==> src/rtl/core_hio_pkg.sv <==
package core_hio_pkg;
  localparam int DW   = 8;
  localparam int AW   = 8;
  localparam int NMOD = 2;
  localparam int RAW  = 3;

  localparam logic [RAW-1:0] OFS_IOADDR = 3'd0;
  localparam logic [RAW-1:0] OFS_DATA   = 3'd1;
  localparam logic [RAW-1:0] OFS_CTRL   = 3'd2;
  localparam logic [RAW-1:0] OFS_LOCK   = 3'd3;
  localparam logic [RAW-1:0] OFS_AEN    = 3'd4;
  localparam logic [RAW-1:0] OFS_TLIM   = 3'd5;

  localparam int CB_RD  = 0;
  localparam int CB_WR  = 1;
  localparam int CB_ERR = 2;
  localparam int CB_TMO = 3;

  typedef enum logic {ENG_IDLE, ENG_BUSY} eng_state_e;
endpackage

==> src/rtl/core_hio_engine.sv <==
module core_hio_engine
  import core_hio_pkg::*;
#(
  parameter int CW = 8
) (
  input  logic            clk,
  input  logic            rst_n,
  input  logic            req_wr,
  input  logic            req_rd,
  input  logic [AW-1:0]   io_addr,
  input  logic [DW-1:0]   wr_byte,
  input  logic [NMOD-1:0] aen,
  input  logic [CW-1:0]   tlim,
  output logic            busy_rd,
  output logic            busy_wr,
  output logic            load_data,
  output logic [DW-1:0]   load_byte,
  output logic            err_set,
  output logic            tmo_set,
  output logic            tgt_valid,
  input  logic            tgt_ready,
  output logic [NMOD-1:0] tgt_sel,
  output logic [AW-1:0]   tgt_addr,
  output logic [DW-1:0]   tgt_wdata,
  output logic            tgt_write,
  input  logic [DW-1:0]   tgt_rdata
);
  localparam logic [DW-1:0] FILL = {DW{1'b1}};

  eng_state_e      st_q, st_d;
  logic            isrd_q, isrd_d;
  logic [AW-1:0]   addr_q, addr_d;
  logic [DW-1:0]   wdat_q, wdat_d;
  logic [NMOD-1:0] sel_q, sel_d;
  logic [CW-1:0]   cnt_q, cnt_d, lim_q, lim_d;
  logic [NMOD-1:0] pick;
  logic            req;

  assign req = req_wr | req_rd;

  // lowest enabled module wins
  always_comb begin
    pick = '0;
    for (int i = NMOD - 1; i >= 0; i--) begin
      if (aen[i]) pick = NMOD'(1) << i;
    end
  end

  always_comb begin
    st_d = st_q; isrd_d = isrd_q; addr_d = addr_q; wdat_d = wdat_q;
    sel_d = sel_q; cnt_d = cnt_q; lim_d = lim_q;
    load_data = 1'b0; load_byte = FILL; err_set = 1'b0; tmo_set = 1'b0;
    if (st_q == ENG_IDLE) begin
      if (req) begin
        if (aen == '0) begin
          err_set   = 1'b1;
          load_data = req_rd;
        end else begin
          st_d   = ENG_BUSY;
          isrd_d = req_rd;
          addr_d = io_addr;
          wdat_d = wr_byte;
          sel_d  = pick;
          cnt_d  = '0;
          lim_d  = tlim;
        end
      end
    end else begin
      err_set = req;
      if (tgt_ready) begin
        st_d      = ENG_IDLE;
        load_data = isrd_q;
        load_byte = tgt_rdata;
      end else if (cnt_q >= lim_q) begin
        st_d      = ENG_IDLE;
        load_data = isrd_q;
        tmo_set   = 1'b1;
      end else begin
        cnt_d = cnt_q + 1'b1;
      end
    end
  end

  always_ff @(posedge clk or negedge rst_n) begin
    if (!rst_n) begin
      st_q <= ENG_IDLE; isrd_q <= 1'b0; addr_q <= '0; wdat_q <= '0;
      sel_q <= '0; cnt_q <= '0; lim_q <= '0;
    end else begin
      st_q <= st_d; isrd_q <= isrd_d; addr_q <= addr_d; wdat_q <= wdat_d;
      sel_q <= sel_d; cnt_q <= cnt_d; lim_q <= lim_d;
    end
  end

  assign tgt_valid = (st_q == ENG_BUSY);
  assign tgt_sel   = tgt_valid ? sel_q : '0;
  assign tgt_addr  = addr_q;
  assign tgt_wdata = wdat_q;
  assign tgt_write = ~isrd_q;
  assign busy_rd   = tgt_valid & isrd_q;
  assign busy_wr   = tgt_valid & ~isrd_q;

  AST_HOLD_STABLE: assert property (@(posedge clk) disable iff (!rst_n)
    (tgt_valid && !tgt_ready && !tmo_set) |=> (tgt_valid && $stable(tgt_sel) && $stable(tgt_addr)
      && $stable(tgt_wdata) && $stable(tgt_write)));
  AST_SEL_ONEHOT: assert property (@(posedge clk) disable iff (!rst_n)
    tgt_valid |-> ($countones(tgt_sel) == 1));
  AST_NOEN_NO_CYCLE: assert property (@(posedge clk) disable iff (!rst_n)
    (!tgt_valid && req && aen == '0) |=> !tgt_valid);
  AST_ACCEPT_ENDS: assert property (@(posedge clk) disable iff (!rst_n)
    (tgt_valid && tgt_ready) |=> !tgt_valid);
endmodule

==> src/rtl/core_hio_regs.sv <==
module core_hio_regs
  import core_hio_pkg::*;
#(
  parameter int CW = 8
) (
  input  logic            clk,
  input  logic            rst_n,
  input  logic            reg_we,
  input  logic [RAW-1:0]  reg_addr,
  input  logic [DW-1:0]   reg_wdata,
  output logic [DW-1:0]   reg_rdata,
  input  logic            busy_rd,
  input  logic            busy_wr,
  input  logic            load_data,
  input  logic [DW-1:0]   load_byte,
  input  logic            err_set,
  input  logic            tmo_set,
  output logic            req_wr,
  output logic            req_rd,
  output logic [AW-1:0]   io_addr,
  output logic [NMOD-1:0] lock,
  output logic [NMOD-1:0] aen,
  output logic [CW-1:0]   tlim
);
  logic [AW-1:0]   ioa_q, ioa_d;
  logic [DW-1:0]   dat_q, dat_d;
  logic [NMOD-1:0] lck_q, lck_d, aen_q, aen_d;
  logic [CW-1:0]   tl_q, tl_d;
  logic            err_q, err_d, tmo_q, tmo_d;
  logic            busy, ctrl_we;

  assign busy    = busy_rd | busy_wr;
  assign ctrl_we = reg_we && (reg_addr == OFS_CTRL);
  assign req_wr  = reg_we && (reg_addr == OFS_DATA);
  assign req_rd  = ctrl_we && reg_wdata[CB_RD];

  always_comb begin
    ioa_d = ioa_q; dat_d = dat_q; lck_d = lck_q; aen_d = aen_q; tl_d = tl_q;
    err_d = err_q; tmo_d = tmo_q;
    if (reg_we) begin
      case (reg_addr)
        OFS_IOADDR: ioa_d = reg_wdata[AW-1:0];
        OFS_LOCK:   lck_d = reg_wdata[NMOD-1:0];
        OFS_AEN:    aen_d = reg_wdata[NMOD-1:0];
        OFS_TLIM:   tl_d  = reg_wdata[CW-1:0];
        default: ;
      endcase
    end
    if (req_wr && !busy) dat_d = reg_wdata;
    if (load_data)       dat_d = load_byte;
    if (ctrl_we && reg_wdata[CB_ERR]) err_d = 1'b0;
    if (ctrl_we && reg_wdata[CB_TMO]) tmo_d = 1'b0;
    if (err_set) err_d = 1'b1;
    if (tmo_set) tmo_d = 1'b1;
  end

  always_ff @(posedge clk or negedge rst_n) begin
    if (!rst_n) begin
      ioa_q <= '0; dat_q <= '0; lck_q <= '0; aen_q <= '0; tl_q <= '0;
      err_q <= 1'b0; tmo_q <= 1'b0;
    end else begin
      ioa_q <= ioa_d; dat_q <= dat_d; lck_q <= lck_d; aen_q <= aen_d; tl_q <= tl_d;
      err_q <= err_d; tmo_q <= tmo_d;
    end
  end

  always_comb begin
    reg_rdata = '0;
    case (reg_addr)
      OFS_IOADDR: reg_rdata = DW'(ioa_q);
      OFS_DATA:   reg_rdata = dat_q;
      OFS_CTRL: begin
        reg_rdata[CB_RD]  = busy_rd;
        reg_rdata[CB_WR]  = busy_wr;
        reg_rdata[CB_ERR] = err_q;
        reg_rdata[CB_TMO] = tmo_q;
      end
      OFS_LOCK:   reg_rdata = DW'(lck_q);
      OFS_AEN:    reg_rdata = DW'(aen_q);
      OFS_TLIM:   reg_rdata = DW'(tl_q);
      default: ;
    endcase
  end

  assign io_addr = ioa_q;
  assign lock    = lck_q;
  assign aen     = aen_q;
  assign tlim    = tl_q;

  AST_BUSY_REQ_ERR: assert property (@(posedge clk) disable iff (!rst_n)
    (busy && (req_wr || req_rd)) |=> err_q);
  AST_BUSY_DATA_KEPT: assert property (@(posedge clk) disable iff (!rst_n)
    (busy && req_wr && !load_data) |=> $stable(dat_q));
  AST_TMO_STICKY: assert property (@(posedge clk) disable iff (!rst_n)
    (tmo_q && !(ctrl_we && reg_wdata[CB_TMO])) |=> tmo_q);
endmodule

==> src/rtl/core_hio_bridge.sv <==
module core_hio_bridge
  import core_hio_pkg::*;
#(
  parameter int CW = 8
) (
  input  logic              clk,
  input  logic              rst_n,
  input  logic              reg_we,
  input  logic [RAW-1:0]    reg_addr,
  input  logic [DW-1:0]     reg_wdata,
  output logic [DW-1:0]     reg_rdata,
  output logic              tgt_valid,
  input  logic              tgt_ready,
  output logic [NMOD-1:0]   tgt_sel,
  output logic [AW-1:0]     tgt_addr,
  output logic [DW-1:0]     tgt_wdata,
  output logic              tgt_write,
  input  logic [DW-1:0]     tgt_rdata,
  output logic [NMOD-1:0]   host_lock
);
  logic [1:0]      rsync_q;
  logic            rst_s_n;
  logic            req_wr, req_rd, busy_rd, busy_wr, load_data, err_set, tmo_set;
  logic [DW-1:0]   load_byte;
  logic [AW-1:0]   io_addr;
  logic [NMOD-1:0] aen;
  logic [CW-1:0]   tlim;

  // asynchronous assert, synchronous release
  always_ff @(posedge clk or negedge rst_n) begin
    if (!rst_n) rsync_q <= 2'b00;
    else        rsync_q <= {rsync_q[0], 1'b1};
  end
  assign rst_s_n = rsync_q[1];

  core_hio_regs #(.CW(CW)) u_regs (
    .clk(clk), .rst_n(rst_s_n), .reg_we(reg_we), .reg_addr(reg_addr),
    .reg_wdata(reg_wdata), .reg_rdata(reg_rdata), .busy_rd(busy_rd),
    .busy_wr(busy_wr), .load_data(load_data), .load_byte(load_byte),
    .err_set(err_set), .tmo_set(tmo_set), .req_wr(req_wr), .req_rd(req_rd),
    .io_addr(io_addr), .lock(host_lock), .aen(aen), .tlim(tlim)
  );

  core_hio_engine #(.CW(CW)) u_eng (
    .clk(clk), .rst_n(rst_s_n), .req_wr(req_wr), .req_rd(req_rd),
    .io_addr(io_addr), .wr_byte(reg_wdata), .aen(aen), .tlim(tlim),
    .busy_rd(busy_rd), .busy_wr(busy_wr), .load_data(load_data),
    .load_byte(load_byte), .err_set(err_set), .tmo_set(tmo_set),
    .tgt_valid(tgt_valid), .tgt_ready(tgt_ready), .tgt_sel(tgt_sel),
    .tgt_addr(tgt_addr), .tgt_wdata(tgt_wdata), .tgt_write(tgt_write),
    .tgt_rdata(tgt_rdata)
  );

  AST_RESET_QUIET: assert property (@(posedge clk) !rst_s_n |-> (!tgt_valid && host_lock == '0));
endmodule

==> config.mk <==
export PLATFORM = sky130hd
export DESIGN_NAME = core_hio_bridge
export DESIGN_NICKNAME = d
export VERILOG_FILES = /design/src/rtl/core_hio_pkg.sv /design/src/rtl/core_hio_engine.sv /design/src/rtl/core_hio_regs.sv /design/src/rtl/core_hio_bridge.sv
export SDC_FILE = /design/constraint.sdc
export NUM_CORES = 1
export LEC_CHECK = 0
export BUFFER_PORTS_ARGS = -buffer_cell sky130_fd_sc_hd__buf_4
export CAP_MARGIN = 20
export CORE_MARGIN = 3
export CORE_UTILIZATION = 55
export DETAILED_ROUTE_END_ITERATION = 10
export PLACE_DENSITY_LB_ADDON = 0.05
export SYNTH_ARGS = -nofsm -noshare
export SYNTH_HDL_FRONTEND = slang
export SYNTH_HIERARCHICAL = 1
export SYNTH_SLANG_ARGS = --single-unit
==> constraint.sdc <==
create_clock -name clk -period 5.52 [get_ports clk]
set_input_delay 0.276 -clock clk [delete_from_list [all_inputs] [get_ports clk]]
set_output_delay 0.276 -clock clk [all_outputs]
set_load 0.01 [all_outputs]
==> results of run 1 <==
-- metal layers --
layer  track usage [%]  wire, um  up-vias  part of all wire (%)
met2              36.5      3630       93                    46
met3              3.50       425       14                   5.4
met4              10.4       161        0                   2.0
li1                  -         -     1286                     -
met1              34.0      3670     1264                    47
met5                 0         0        -                     0
-- repair_timing --
item,in CTS,in global routing
hold buffers,1,0
buffers inserted,0,0
hold endpoints to repair,2,0
-- power groups by stage --
stage	clock, mW	sequential [mW]	combinational [mW]
finish	0.415	0.749	0.495
global route	0.451	0.770	0.552
CTS	0.426	0.748	0.501
detailed placement	0	0.757	0.496
global placement	0	0.753	0.482
floorplan	0	0.761	0.284
-- area by class of cell --
| cell class | count | area (um2) | area share [%] |
|---|---|---|---|
| sequential | 68 | 1700 | 41.6 |
| multi-input combinational | 245 | 1620 | 39.6 |
| timing repair buffer | 56 | 430 | 10.5 |
| clock buffer | 10 | 138 | 3.36 |
| tap | 75 | 93.8 | 2.29 |
| clock inverter | 6 | 62.6 | 1.53 |
| inverter | 12 | 45.0 | 1.10 |
-- cell families (layout without fill, tap and decap cells) --
family                   after synthesis  count (layout)  share of synthesized area [%]
AND/OR/NAND/NOR                      136             136                           19.2
adder cells (fa/ha/maj)                9               9                           3.28
XOR/XNOR                               2               2                          0.510
other                                  1               1                          0.109
buffers and inverters                 28              84                           3.46
flip-flops                            68              68                           49.6
AO/OA/AOI/OAI                         63              63                           13.1
multiplexers                          34              34                           10.7
-- synth_stat cells, types with 3 or more instances --
master     number
nand2_1        74
dfrtp_1        68
o21ai_0        24
mux2_2         22
nand3_1        16
mux2i_1        12
nor2_1         11
inv_1          10
or2_2          10
ha_1            9
a31oi_1         8
a2bb2oi_1       7
clkbuf_1        7
a21o_1          5
buf_2           5
o21a_1          5
and2_1          4
nand2b_1        4
nor2b_1         3
o221ai_1        3
-- through the flow --
step,power (mW),util (%),area [um2],instances
after floorplan,1.05,-,3430,341
after global placement,1.23,64.6,3870,454
after detailed placement,1.25,64.8,3880,455
after CTS,1.67,68.4,4100,472
after global routing,1.77,68.4,4100,472
final,1.66,68.4,4100,472
-- worst max-delay path, stage by stage (launching register included) --
cell and delay (ps):
dfrtp_1 410, ha_1 360, and4_1 200, o21ai_1 80, o21ai_0 280, o21ai_0 120, o21ai_0 330, clkinv_1 470
nor2_1 200, a31oi_1 60
-- final timing paths --
| path | start | end | slack (ps) | cells after the start |
|---|---|---|---|---|
| setup reg to reg | u_eng/cnt_q[7] | u_regs/dat_q[2] | 2880 | 9 |
| max in group asynchronous | rsync_q[1] | u_eng/cnt_q[4] | 4530 | 1 |
| hold / removal | reg_wdata[5] | u_eng/tgt_wdata[5] | 170 | 3 |
| setup / recovery | u_eng/cnt_q[7] | u_regs/dat_q[2] | 2880 | 9 |
| hold reg to reg | rsync_q[0] | rsync_q[1] | 360 | 0 |
| min in group asynchronous | rst_n | rsync_q[1] | 240 | 2 |
-- cell usage in the layout, fill, tap and decap left out, drive strengths merged, types with 2 or more instances in the layout --
cell type	count
mux2	22
dfrtp	68
ha	9
a21o	5
o221ai	3
a2bb2oi	7
clkbuf	10
nand3	16
mux2i	12
buf	55
clkinv	6
nor3b	3
nand2	74
or2	11
o21a	5
nor2b	3
nor2	11
o211ai	2
and2	4
a31oi	8
nand2b	5
or3	2
o21ai	27
inv	11
-- registers in the layout (all words and copies together) (netlist names), 8 cells and up --
| signal | count |
|---|---|
| u_regs/dat_q | 8 |
| u_eng/lim_q | 8 |
| u_regs/tlim | 8 |
| u_eng/tgt_addr | 8 |
| u_eng/cnt_q | 8 |
| u_eng/tgt_wdata | 8 |
| u_regs/io_addr | 8 |
==> impl_metrics.json, run 1 <==
{
  "grt_usage_pct": 23.9,
  "power_frac_clock_pct": 25.0,
  "drt_iter0_markers": 195,
  "fin_crit_sh_pct": 47.8,
  "avgSynthCellArea_um2": 10.1,
  "ys_seq_area_share_pct": 49.6,
  "ys.flop_type": "dfrtp_1",
  "fmax_ghz": 0.379,
  "critPathCaptureType": "flip-flop",
  "post-place-ws_ps": 2800,
  "numCtsBuffers": 9,
  "yosysWarnings": 6,
  "hold_path_class": "in2reg",
  "p_seq_share_pct": 45.1,
  "synth_area_leader_cell": "dfrtp_1",
  "path_class": "reg2reg",
  "grt_pass1_vias": 2679,
  "post_cts_resize_count": 0,
  "relSlewSlack_pct": 43.2,
  "synth_cell_types": 47,
  "antenna_found_initial": 0,
  "cts_tree": "built",
  "power_density_nw_per_um2": 405,
  "max-cap-violations": 0,
  "ir_drop_mv": 0.299,
  "hpwl_um": 5630,
  "num-fill-cells": 481,
  "rsz0062_at_grt": "false",
  "synthCells": 341,
  "synthTopCellsByArea": "dfrtp_1 50%, nand2_1 8.1%, mux2_2 7.2%, mux2i_1 3.5%, o21ai_0 3.5%",
  "start_util_pct": 57.3,
  "htreeDepth": 3,
  "rows": 28,
  "die_h_um": 85.0,
  "vias": 2657,
  "grt_pass1_wl_um": 13600,
  "cts.path.max_buffers": 2,
  "gp_congestion": 0.835,
  "syn_nets": 373,
  "totalWireLength_um": 7890,
  "path_clk_slew_ps": 80,
  "viasPerCell": 5.63,
  "worst_slew_pin_slew_ps": 843,
  "clk_latency_ps": 340,
  "nets": 424,
  "syn-cell-area_um2": 3430,
  "fin_skew_ps": 7.58,
  "finalSetupViolations": 0,
  "crit_path_start_kind": "flip-flop",
  "switching_share_pct": 32.3,
  "crit_arrival_ps": 2850,
  "io-pin-count": 53,
  "cts_sinks": 68,
  "grt_max_degree": 67,
  "wl_per_cell_um": 16.7,
  "hold_ws_ps": 175,
  "synth_edf_count": 0,
  "area_growth_pct": 19.3,
  "layout-drive-gt1-share_pct": 28.5,
  "fin_ws_ps": 2880,
  "cp_max_fo": 9,
  "p_int_mw": 1.12,
  "portBuffers": 52,
  "fin_crit_ps": 2640,
  "diodes": 0,
  "ys_async_sr_fraction_pct": 100,
  "synth.top_cell.area_share_pct": 49.6,
  "grt_overflow": 0,
  "finalHoldViolCount": 0,
  "combPwrFrac_pct": 29.9,
  "core_um2": 5990,
  "dieArea_um2": 7230,
  "ant_nets": 0,
  "synth-seq-cells": 68,
  "maxSlewViolCount": 0,
  "switchingPower_uw": 535,
  "fin_setup_tns_ps": 0,
  "leakagePower_nw": 1.98,
  "die_w_um": 85.0,
  "firstDrtPassIters": 5,
  "cts_root_buffer": "clkbuf_8",
  "drc": 0,
  "status": "finished clean",
  "crit_required_ps": 5730
}
No activity file was read; power rests on OpenSTA's default activity.
==> inputs of run 2 (changes only) <==
--- a/config.mk
+++ b/config.mk
@@ -8,7 +8,7 @@
 export BUFFER_PORTS_ARGS = -buffer_cell sky130_fd_sc_hd__buf_4
 export CAP_MARGIN = 20
 export CORE_MARGIN = 3
-export CORE_UTILIZATION = 55
+export CORE_UTILIZATION = 51
 export DETAILED_ROUTE_END_ITERATION = 10
 export PLACE_DENSITY_LB_ADDON = 0.05
 export SYNTH_ARGS = -nofsm -noshare
==> constraint.sdc (replaced) <==
create_clock -name clk -period 2.2 [get_ports clk]
set_input_delay 0.11 -clock clk [delete_from_list [all_inputs] [get_ports clk]]
set_output_delay 0.11 -clock clk [all_outputs]
set_load 0.01 [all_outputs]
==> impl_metrics.json, run 2 (synthesis results as in run 1) <==
{
  "wl_per_cell_um": 16.6,
  "cp_max_fo": 9,
  "portBuffers": 52,
  "viasPerCell": 5.54,
  "drt_iter0_markers": 172,
  "slowest_delay_ps": 340,
  "regToRegEndpoint": "u_regs/dat_q[2]",
  "start_util_pct": 53.5,
  "grt_pass1_vias": 2616,
  "p_seq_share_pct": 41.7,
  "io-pin-count": 53,
  "drc": 0,
  "r2r_slack_ps": 120,
  "worstHoldStart": "reg_wdata[5]",
  "numCtsBuffers": 9,
  "cts_sinks": 68,
  "ir_drop_mv": 0.553,
  "status": "finished clean",
  "fin_crit_ps": 2080,
  "power_frac_clock_pct": 28.4,
  "path_clk_slew_ps": 80,
  "cts.path.max_buffers": 2,
  "die_w_um": 88.1,
  "hold_path_class": "in2reg",
  "totalWireLength_um": 8090,
  "r2r-start": "u_eng/cnt_q[0]",
  "area_growth_pct": 24.8,
  "crit_arrival_ps": 2340,
  "relSlewSlack_pct": 65.6,
  "min_path_cells": 3,
  "layout-drive-gt1-share_pct": 31.0,
  "final_cell_mix": "74 x nand2_1, 67 x dfrtp_1, 64 x buf_4, 22 x o21ai_0, 22 x mux2_2",
  "vias": 2696,
  "fin_crit_sh_pct": 94.4,
  "fin_area_um2": 4290,
  "met3_usage_pct": 6.77,
  "fin_ws_ps": 122,
  "crit_required_ps": 2460,
  "antenna_found_initial": 0,
  "firstDrtPassIters": 4,
  "fin_skew_ps": 12.3,
  "rows": 29,
  "nets": 437,
  "placed_area_um2": 3990,
  "grt_pass1_wl_um": 13400,
  "hold_path_end": "u_eng/tgt_wdata[5]",
  "switching_share_pct": 30.4,
  "clk_latency_ps": 340,
  "dieArea_um2": 7750,
  "finalHoldViolCount": 0,
  "final_common_cell": "nand2_1",
  "num-fill-cells": 535,
  "core_um2": 6420,
  "switchingPower_mw": 1.36,
  "finalSetupViolations": 0,
  "final_cells": 487,
  "critPathCaptureType": "flip-flop",
  "path_class": "reg2reg",
  "fin_setup_tns_ps": 0,
  "cts_tree": "built",
  "crit_chain": "inv_1, ha_1, nand2b_4, a2111oi_4, o21ai_2, o21ai_0, o21ai_1, buf_4, inv_4, nor2_1, a31oi_1",
  "combPwrFrac_pct": 29.9,
  "grt_max_degree": 67,
  "critPathSlowestCell": "dfrtp_1",
  "use_met2_pct": 33.6,
  "gr-max-usage-layer": "met1",
  "grt_overflow": 0,
  "post-place-ws_ps": -64.6,
  "maxSlewViolCount": 0,
  "hold_ws_ps": 15.3,
  "p_int_mw": 3.12,
  "htreeDepth": 3,
  "grtUsageMet1_pct": 33.9,
  "leakagePower_nw": 2.07,
  "crit_path_start_kind": "flip-flop",
  "max-cap-violations": 0,
  "die_h_um": 88.1,
  "post_cts_buffers": 0,
  "post-place-cells": 468,
  "fmax_ghz": 0.481,
  "power_mw": 4.48,
  "power_density_nw_per_um2": 1050,
  "final_core_util_pct": 66.7,
  "ant_nets": 0,
  "grt_usage_pct": 23.0,
  "rr_worst_depth": 11,
  "cts_root_buffer": "clkbuf_8",
  "gp_congestion": 0.839,
  "hpwl_um": 5720,
  "worst_slew_pin_slew_ps": 515,
  "diodes": 0
}
## run 2: changes by cell type in the layout (fill, tap and decap cells not counted), sizes merged
cell,before,now
clkinvlp,0,1
dlygate4sd3,1,3
buf,55,66
bufinv,1,3
clkinv,6,3
## run 2: cell type report
type,count,area [um2],share of cell area [%]
Tap cell,77,96.3,2.25
Clock inverter,6,111,2.60
Inverter,12,47.5,1.11
Sequential cell,68,1700,39.7
Clock buffer,10,138,3.21
Timing Repair Buffer,69,551,12.8
Multi-Input combinational cell,245,1640,38.2
## run 2: power by group through the flow
stage	Clock, mW	Combinational (mW)	Sequential [mW]
6_report	1.27	1.34	1.87
3_5_place_dp	0	1.31	1.89
2_1_floorplan	0	0.714	1.91
4_1_cts	1.30	1.32	1.86
3_3_place_gp	0	1.28	1.87
5_1_grt	1.36	1.50	1.92
## run 2: repair_timing
action	CTS	global route
hold buffers	3	0
pin swaps	0	1
resized for setup	2	4
endpoints found under the setup margin	8	8
hold endpoints to repair	4	0
## run 2: layer usage
| metal | wire length (um) | vias up | share of wire [%] |
|---|---|---|---|
| met5 | 0 | - | 0 |
| met4 | 68 | 0 | 0.84 |
| met3 | 457 | 5 | 5.7 |
| met2 | 3630 | 70 | 45 |
| met1 | 3930 | 1310 | 49 |
| li1 | - | 1311 | - |
## run 2: how the worst max path moves through the flow
stage                       to  cells past startpoint           start
6_report       u_regs/dat_q[2]                     11  u_eng/cnt_q[0]
5_1_grt        u_regs/dat_q[2]                     11  u_eng/cnt_q[0]
4_1_cts        u_regs/dat_q[2]                     11  u_eng/cnt_q[0]
3_5_place_dp   u_regs/dat_q[2]                     11  u_eng/cnt_q[0]
3_3_place_gp   u_regs/dat_q[2]                     11  u_eng/cnt_q[0]
2_1_floorplan  u_regs/dat_q[2]                     11  u_eng/cnt_q[0]
## run 2: worst max-delay path: cells and delay by family (launching register included)
| family | cells | cell delay, ps |
|---|---|---|
| and+or+nand+nor | 2 | 190 |
| DFF | 1 | 340 |
| AOI/OAI and AO/OA | 5 | 870 |
| buffers and inverters | 3 | 310 |
| adders and majority gates | 1 | 270 |
